===== src/rtl/mash_nc_pkg.sv =====
package mash_nc_pkg;

    // tri-level sample value: -1, 0, +1
    typedef logic signed [1:0] tri_t;

    // history taps held per stage (delay of the longest filter)
    localparam int TAPS     = 3;
    // internal scale: every term is kept in units of 2^-INT_FRAC
    localparam int INT_FRAC = 5;
    // width of one path sum in internal units (|H2| max 258)
    localparam int PATH_W   = 12;
    localparam int NSTAGE   = 3;

    typedef logic signed [PATH_W-1:0] path_t;

    typedef enum logic [1:0] {
        PATH_DIRECT = 2'd0,
        PATH_H1     = 2'd1,
        PATH_H2     = 2'd2
    } path_kind_e;

    function automatic tri_t decode_code(input logic [1:0] c);
        tri_t v;
        case (c)
            2'b01:   v = 2'sd1;
            2'b11:   v = -2'sd1;
            default: v = 2'sd0;   // 2'b00 and the illegal 2'b10
        endcase
        return v;
    endfunction

    function automatic path_t widen(input tri_t v);
        return path_t'(v);
    endfunction

    // multiples of a tri value built from shifts and adds only
    function automatic path_t mul32(input tri_t v);
        return widen(v) <<< 5;
    endfunction

    function automatic path_t mul33(input tri_t v);
        return (widen(v) <<< 5) + widen(v);
    endfunction

    function automatic path_t mul64(input tri_t v);
        return widen(v) <<< 6;
    endfunction

    function automatic path_t mul96(input tri_t v);
        return (widen(v) <<< 6) + (widen(v) <<< 5);
    endfunction

    function automatic path_t mul97(input tri_t v);
        return (widen(v) <<< 6) + (widen(v) <<< 5) + widen(v);
    endfunction

    // weight of tap idx (0 = current sample, k = k samples back),
    // scaled by 2^INT_FRAC, for the given path variant
    function automatic path_t tap_term(input path_kind_e kind, input int idx,
                                       input tri_t v);
        path_t t;
        t = '0;
        case (kind)
            PATH_DIRECT: begin
                if (idx == 3) t = mul32(v);
            end
            PATH_H1: begin
                case (idx)
                    1:       t = mul32(v);
                    2:       t = -mul64(v);
                    3:       t = mul33(v);
                    default: t = '0;
                endcase
            end
            default: begin
                case (idx)
                    0:       t = mul32(v);
                    1:       t = -mul96(v);
                    2:       t = mul97(v);
                    3:       t = -mul33(v);
                    default: t = '0;
                endcase
            end
        endcase
        return t;
    endfunction

endpackage


===== src/rtl/mash_tap_line.sv =====
module mash_tap_line
    import mash_nc_pkg::*;
#(
    parameter int DEPTH = TAPS
) (
    input  logic                   clk,
    input  logic                   rst,
    input  logic                   shift_en,
    input  tri_t                   din,
    output tri_t [DEPTH-1:0]       taps
);

    // taps[0] is one accepted sample back, taps[DEPTH-1] is DEPTH back
    tri_t [DEPTH-1:0] line_q;

    generate
        for (genvar i = 0; i < DEPTH; i++) begin : g_cell
            tri_t cell_d;
            if (i == 0) begin : g_head
                assign cell_d = din;
            end else begin : g_body
                assign cell_d = line_q[i-1];
            end
            always_ff @(posedge clk) begin
                if (rst) begin
                    line_q[i] <= '0;
                end else if (shift_en) begin
                    line_q[i] <= cell_d;
                end
            end
        end
    endgenerate

    assign taps = line_q;

endmodule


===== src/rtl/mash_cancel_path.sv =====
module mash_cancel_path
    import mash_nc_pkg::*;
#(
    parameter path_kind_e KIND = PATH_DIRECT
) (
    input  logic             clk,
    input  logic             rst,
    input  tri_t             cur,
    input  tri_t [TAPS-1:0]  taps,
    output path_t            psum
);

    path_t sum_d;
    path_t sum_q;

    always_comb begin
        sum_d = tap_term(KIND, 0, cur);
        for (int k = 0; k < TAPS; k++) begin
            sum_d = sum_d + tap_term(KIND, k + 1, taps[k]);
        end
    end

    always_ff @(posedge clk) begin
        if (rst) begin
            sum_q <= '0;
        end else begin
            sum_q <= sum_d;
        end
    end

    assign psum = sum_q;

endmodule


===== src/rtl/mash_combiner.sv =====
module mash_combiner
    import mash_nc_pkg::*;
#(
    parameter int OUT_W    = 11,
    parameter int OUT_FRAC = 7
) (
    input  logic                     clk,
    input  logic                     rst,
    input  logic                     vin,
    input  path_t                    p_a,
    input  path_t                    p_b,
    input  path_t                    p_c,
    output logic                     out_valid,
    output logic signed [OUT_W-1:0]  out_word
);

    localparam int SHIFT = OUT_FRAC - INT_FRAC;
    localparam int SUM_W = PATH_W + 2 + SHIFT;
    localparam int MAXV  = (1 <<< (OUT_W - 1)) - 1;
    localparam int MINV  = -(1 <<< (OUT_W - 1));

    typedef logic signed [SUM_W-1:0] sum_t;
    typedef logic signed [OUT_W-1:0] word_t;

    sum_t  total;
    sum_t  scaled;
    word_t clamped;

    always_comb begin
        total  = sum_t'(p_a) + sum_t'(p_b) + sum_t'(p_c);
        scaled = total <<< SHIFT;
        if (scaled > sum_t'(MAXV)) begin
            clamped = word_t'(MAXV);
        end else if (scaled < sum_t'(MINV)) begin
            clamped = word_t'(MINV);
        end else begin
            clamped = word_t'(scaled);
        end
    end

    always_ff @(posedge clk) begin
        if (rst) begin
            out_valid <= 1'b0;
            out_word  <= '0;
        end else begin
            out_valid <= vin;
            out_word  <= vin ? clamped : '0;
        end
    end

endmodule


===== src/rtl/mash_noise_cancel.sv =====
module mash_noise_cancel
    import mash_nc_pkg::*;
#(
    parameter int OUT_W    = 11,
    parameter int OUT_FRAC = 7
) (
    input  logic                     clk,
    input  logic                     rst,
    input  logic                     in_valid,
    input  logic [1:0]               code_s1,
    input  logic [1:0]               code_s2,
    input  logic [1:0]               code_s3,
    output logic                     out_valid,
    output logic signed [OUT_W-1:0]  out_word
);

    localparam int HIST_W = NSTAGE * TAPS * 2;

    tri_t              dec   [NSTAGE];
    tri_t [TAPS-1:0]   taps  [NSTAGE];
    path_t             psum  [NSTAGE];
    logic              valid_s1;

    // flattened views for the bound checker
    logic [HIST_W-1:0] hist_flat;
    tri_t              dec_s1;
    tri_t [TAPS-1:0]   taps_s1;

    assign dec[0] = decode_code(code_s1);
    assign dec[1] = decode_code(code_s2);
    assign dec[2] = decode_code(code_s3);

    generate
        for (genvar s = 0; s < NSTAGE; s++) begin : g_stage
            mash_tap_line #(
                .DEPTH (TAPS)
            ) u_line (
                .clk      (clk),
                .rst      (rst),
                .shift_en (in_valid),
                .din      (dec[s]),
                .taps     (taps[s])
            );

            mash_cancel_path #(
                .KIND (path_kind_e'(s))
            ) u_path (
                .clk  (clk),
                .rst  (rst),
                .cur  (dec[s]),
                .taps (taps[s]),
                .psum (psum[s])
            );
        end
    endgenerate

    always_ff @(posedge clk) begin
        if (rst) begin
            valid_s1 <= 1'b0;
        end else begin
            valid_s1 <= in_valid;
        end
    end

    mash_combiner #(
        .OUT_W    (OUT_W),
        .OUT_FRAC (OUT_FRAC)
    ) u_comb (
        .clk       (clk),
        .rst       (rst),
        .vin       (valid_s1),
        .p_a       (psum[0]),
        .p_b       (psum[1]),
        .p_c       (psum[2]),
        .out_valid (out_valid),
        .out_word  (out_word)
    );

    assign hist_flat = {taps[2], taps[1], taps[0]};
    assign dec_s1    = dec[0];
    assign taps_s1   = taps[0];

endmodule


===== config.mk =====
export PLATFORM = sky130hd
export DESIGN_NAME = mash_noise_cancel
export DESIGN_NICKNAME = d
export VERILOG_FILES = /design/src/rtl/mash_nc_pkg.sv /design/src/rtl/mash_tap_line.sv /design/src/rtl/mash_cancel_path.sv /design/src/rtl/mash_combiner.sv /design/src/rtl/mash_noise_cancel.sv
export SDC_FILE = /design/constraint.sdc
export NUM_CORES = 1
export LEC_CHECK = 0
export BUFFER_PORTS_ARGS = -buffer_cell sky130_fd_sc_hd__buf_2
export CAP_MARGIN = 20
export CORE_MARGIN = 1.5
export CORE_UTILIZATION = 55
export CTS_CLUSTER_DIAMETER = 200
export DETAILED_ROUTE_END_ITERATION = 10
export PLACE_DENSITY = 0.75
export SKIP_LAST_GASP = 1
export SLEW_MARGIN = 10
export SYNTH_ARGS = -nofsm -noshare
export SYNTH_HDL_FRONTEND = slang
export SYNTH_SLANG_ARGS = --single-unit

===== constraint.sdc =====
create_clock -name clk -period 6.6 [get_ports clk]
set_input_delay 0.66 -clock clk [delete_from_list [all_inputs] [get_ports clk]]
set_output_delay 0.66 -clock clk [all_outputs]
set_load 0.005 [all_outputs]

==> metrics.md <==
| Metric | Value |
|---|---|
| Filler cells | `approximately 530` |
| Worst slew pin tran | `around 0.74 ns` |
| Vias | `approximately 2300` |
| Initial antenna violation count | `0` |
| Register bit total from synthesis | `53` |
| Row count | `28` |
| Pins over their slew limit | `0` |
| Status | `complete, no violations` |
| TNS Setup | `0 ns` |
| Post-place setup slack | `2.814 ns` |
| Final Skew | `0.01100 ns` |
| Num CTS Buffers | `5` |
| Commonest non-fill, non-tap cell in the layout | `dfxtp_1` |
| Vias in the first global route | `between 2000 and 2500` |
| Reg2Reg Capture Point | `g_stage[2].u_path.psum[11]$_SDFF_PP0_` |
| Data arrival, critical path | `about 4.0 ns` |
| Crit end category | `flop` |
| Grt ovf | `0` |
| Synth Cell Area | `3388 um2` |
| Synth warn | `0` |
| Worst hold-check path type | `flop to flop` |
| EDFF count, synth | `0` |
| Avg Vias per Cell | `around 5.1` |
| DIE HEIGHT | `about 81 um` |
| Post-DP HPWL | `~4.1 mm` |
| CP bufs+invs | `3` |
| Fin util | `0.6109` |
| Post-CTS Hold Buffers | `0` |
| Final Cycle Share | `0.5776` |
| Power per Cell Area | `~230 nW/um2` |
| Root Driver | `clkbuf_8` |
| DIE WIDTH | `around 81 um` |
| MaxCap Viol Count | `0` |
| Worst skew pair latency | `0.31 ns` |
| R2r worst-path depth | `15` |
| Setup violations, final | `0` |
| Most frequent cells in the layout | `53 x dfxtp_1, 46 x inv_1, 40 x ha_1` |
| Boundary pin count | `21` |
| Syn nets | `~430` |
| Main synth FF type | `dfxtp_1` |
| GRT Util Overall | `0.1845` |
| Slew headroom | `0.5034` |
| Max incr delay on CP | `0.56 ns` |
| Worst-path clk slew | `approximately 0.090 ns` |
| WHS Endpoint | `g_stage[0].u_path.psum[5]$_SDFF_PP0_` |
| Clock period minus final worst setup slack | `3.812 ns` |
| Clk buf depth | `2` |
| Initial Utilization | `0.5723` |
| Cell family with most CP delay | `adder cells` |
| Placed Area | `approximately 3500 um2` |
| Worst IR Drop VDD | `about 0.00012 V` |
| Post-synthesis sequential area ratio | `0.3131` |
| Core area | `between 5000 and 6000 um2` |
| Routed WL | `5.212 mm` |
| Critical path type | `flop to flop` |
| H-tree depth | `2` |
| Iter 0 DRT Violations | `33` |
| Distinct cell type count after synthesis | `39` |
| Synthesized instance count | `~360` |
| Leakage power | `around 0.0017 uW` |
| Crit path cell chain | `inv_1 > fa_1 > inv_1 > ha_1 > fa_1 > inv_1 > ha_1 > o21a_1 > o21ai_0 > a21boi_0 > o21a_1 > o21a_1 > o21ai_0 > a21o_1 > a21oi_1` |
| # clock sinks | `53` |
| Die area | `around 6600 um2` |
| Slowest-stage cell, CP | `fa_1` |
| Final setup margin | `approximately 2.8 ns` |
| Post-route cell area | `around 3600 um2` |
| WL/cell | `11.66 um` |
| WHS Path Cells | `1` |
| Setup crit start kind | `flop` |
| F_max | `0.2623 GHz` |
| CP max FO | `8` |
| Drt first pass iters | `4` |
| Antenna diodes | `0` |
| First-pass GRT wire length | `9.446 mm` |
| IO buf count | `20` |
| Syn Area/Cell | `between 9 and 10 um2` |
| Reg2Reg Setup Slack | `2.79 ns` |
| Gpl congestion | `between 0.7 and 0.8` |
| Layout cells sized above 1 | `0.08333` |
| Area Overhead vs Synth | `6.758%` |
| Detail Route Antenna Nets | `0` |
| Post-cts sizing count | `0` |
| Crit Reg-Reg Startpoint | `g_stage[2].u_line.taps[5]$_SDFFE_PP0P_` |
| Worst Hold Launch | `g_stage[0].u_line.taps[4]$_SDFFE_PP0P_` |
| CTS tree | `built` |
| Largest net degree at the start of global routing | `44` |
| Nets | `about 440` |
| Critical Path RT | `slightly below 7 ns` |
| Post-CTS Setup Bufs | `0` |
| RSZ-0062 raised after global routing | `no` |
| Async set or reset register ratio after synthesis | `0` |
| Final hold vios | `0` |
| DRC viols | `0` |
cell usage after synthesis, types with 2 or more instances:
cell / instances / share of area
o211ai_1: 2 / 0.0044
nor2b_1: 12 / 0.022
or3_1: 2 / 0.0037
and2_1: 2 / 0.0037
mux2i_1: 17 / 0.050
fa_1: 22 / 0.13
ha_1: 40 / 0.15
a21o_1: 2 / 0.0044
nand3_1: 9 / 0.013
inv_1: 46 / 0.051
o21ai_0: 7 / 0.010
o21bai_1: 2 / 0.0044
o31a_1: 2 / 0.0052
xor2_1: 10 / 0.026
xnor2_1: 12 / 0.031
o21ai_2: 2 / 0.0052
nor3_1: 4 / 0.0059
nor2_1: 37 / 0.041
a21oi_2: 2 / 0.0052
nand2_1: 12 / 0.013
a21oi_1: 18 / 0.027
clkbuf_1: 9 / 0.010
dfxtp_1: 53 / 0.31
o21a_1: 13 / 0.029
nand2b_1: 4 / 0.0074
logic make-up (layout without fill, tap and decap cells):
logic type | Yosys count | in the layout | share of synthesized area
fa+ha+maj | 63 | 63 | 0.2806
buf+inv | 57 | 74 | 0.06647
simple gates | 84 | 84 | 0.1148
flops | 53 | 53 | 0.3131
mux | 17 | 17 | 0.05022
xor+xnor | 22 | 22 | 0.05687
compound gates | 59 | 59 | 0.1178
report_power, final:
| group | internal (uW) | switching [uW] | total [uW] |
|---|---|---|---|
| logic | 131 | 167 | 298 |
| registers | 352 | 15.1 | 367 |
| clock network | 74.9 | 107 | 182 |
metal layers:
metal / vias up / GRT usage / wire length, um
met4: 0 / 0.04655 / 57
met3: 6 / 0.03667 / 127
met1: 1067 / 0.2115 / 2452
met2: 23 / 0.3471 / 2575
met5: - / 0 / 0
li1: 1196 / - / -
worst reg2reg max path: stages (launching register included):
cell	delay (ns)
dfxtp_1	0.42
inv_1	0.20
fa_1	0.56
inv_1	0.05
ha_1	0.31
fa_1	0.53
inv_1	0.04
ha_1	0.32
o21a_1	0.12
o21ai_0	0.19
a21boi_0	0.17
o21a_1	0.19
o21a_1	0.15
o21ai_0	0.21
a21o_1	0.15
a21oi_1	0.05
area by class of cell:
type	instances	area, um2	area share
multi-input cells	245	2102	0.5811
inverters	46	172.7	0.04773
repair buffers	20	100.1	0.02767
well taps	75	93.84	0.02594
clock buffers	6	72.57	0.02006
flip-flops and latches	53	1061	0.2933
clock inverters	2	15.01	0.004151
flip-flops by register name, indices dropped and copies added (netlist names):
| register | flops |
|---|---|
| g_stage.u_line.g_cell.cell_d | 12 |
| g_stage.u_line.taps | 6 |
| g_stage.u_path.psum | 23 |
| u_comb.out_valid | 1 |
| u_comb.out_word | 10 |
| valid_s1 | 1 |
worst max path at each step:
stage | end | cells after the start | start | slack (ns)
finish | g_stage[2].u_path.psum[11]$_SDFF_PP0_ | 15 | g_stage[2].u_line.taps[5]$_SDFFE_PP0P_ | 2.79
global route | g_stage[2].u_path.psum[11]$_SDFF_PP0_ | 15 | g_stage[2].u_line.taps[5]$_SDFFE_PP0P_ | 2.52
CTS | g_stage[2].u_path.psum[11]$_SDFF_PP0_ | 15 | g_stage[2].u_line.taps[5]$_SDFFE_PP0P_ | 2.78
detailed placement | g_stage[2].u_path.psum[11]$_SDFF_PP0_ | 15 | g_stage[2].u_line.taps[5]$_SDFFE_PP0P_ | 2.81
global placement | g_stage[2].u_path.psum[11]$_SDFF_PP0_ | 15 | g_stage[2].u_line.taps[5]$_SDFFE_PP0P_ | 2.92
floorplan | g_stage[2].u_path.psum[11]$_SDFF_PP0_ | 15 | g_stage[2].u_line.taps[5]$_SDFFE_PP0P_ | 3.08
per-stage QoR:
stage / hold slack, ns / total power, uW / std cells
finish: 0.4659 / 846.4 / 447
global route: 0.4775 / 916.5 / 447
CTS: 0.4703 / 857.8 / 447
detailed placement: 0.4630 / 672.4 / 439
global placement: 0.4499 / 666.7 / 439
floorplan: 0.4374 / 625.4 / 355
No activity file was read; power rests on OpenSTA's default activity.
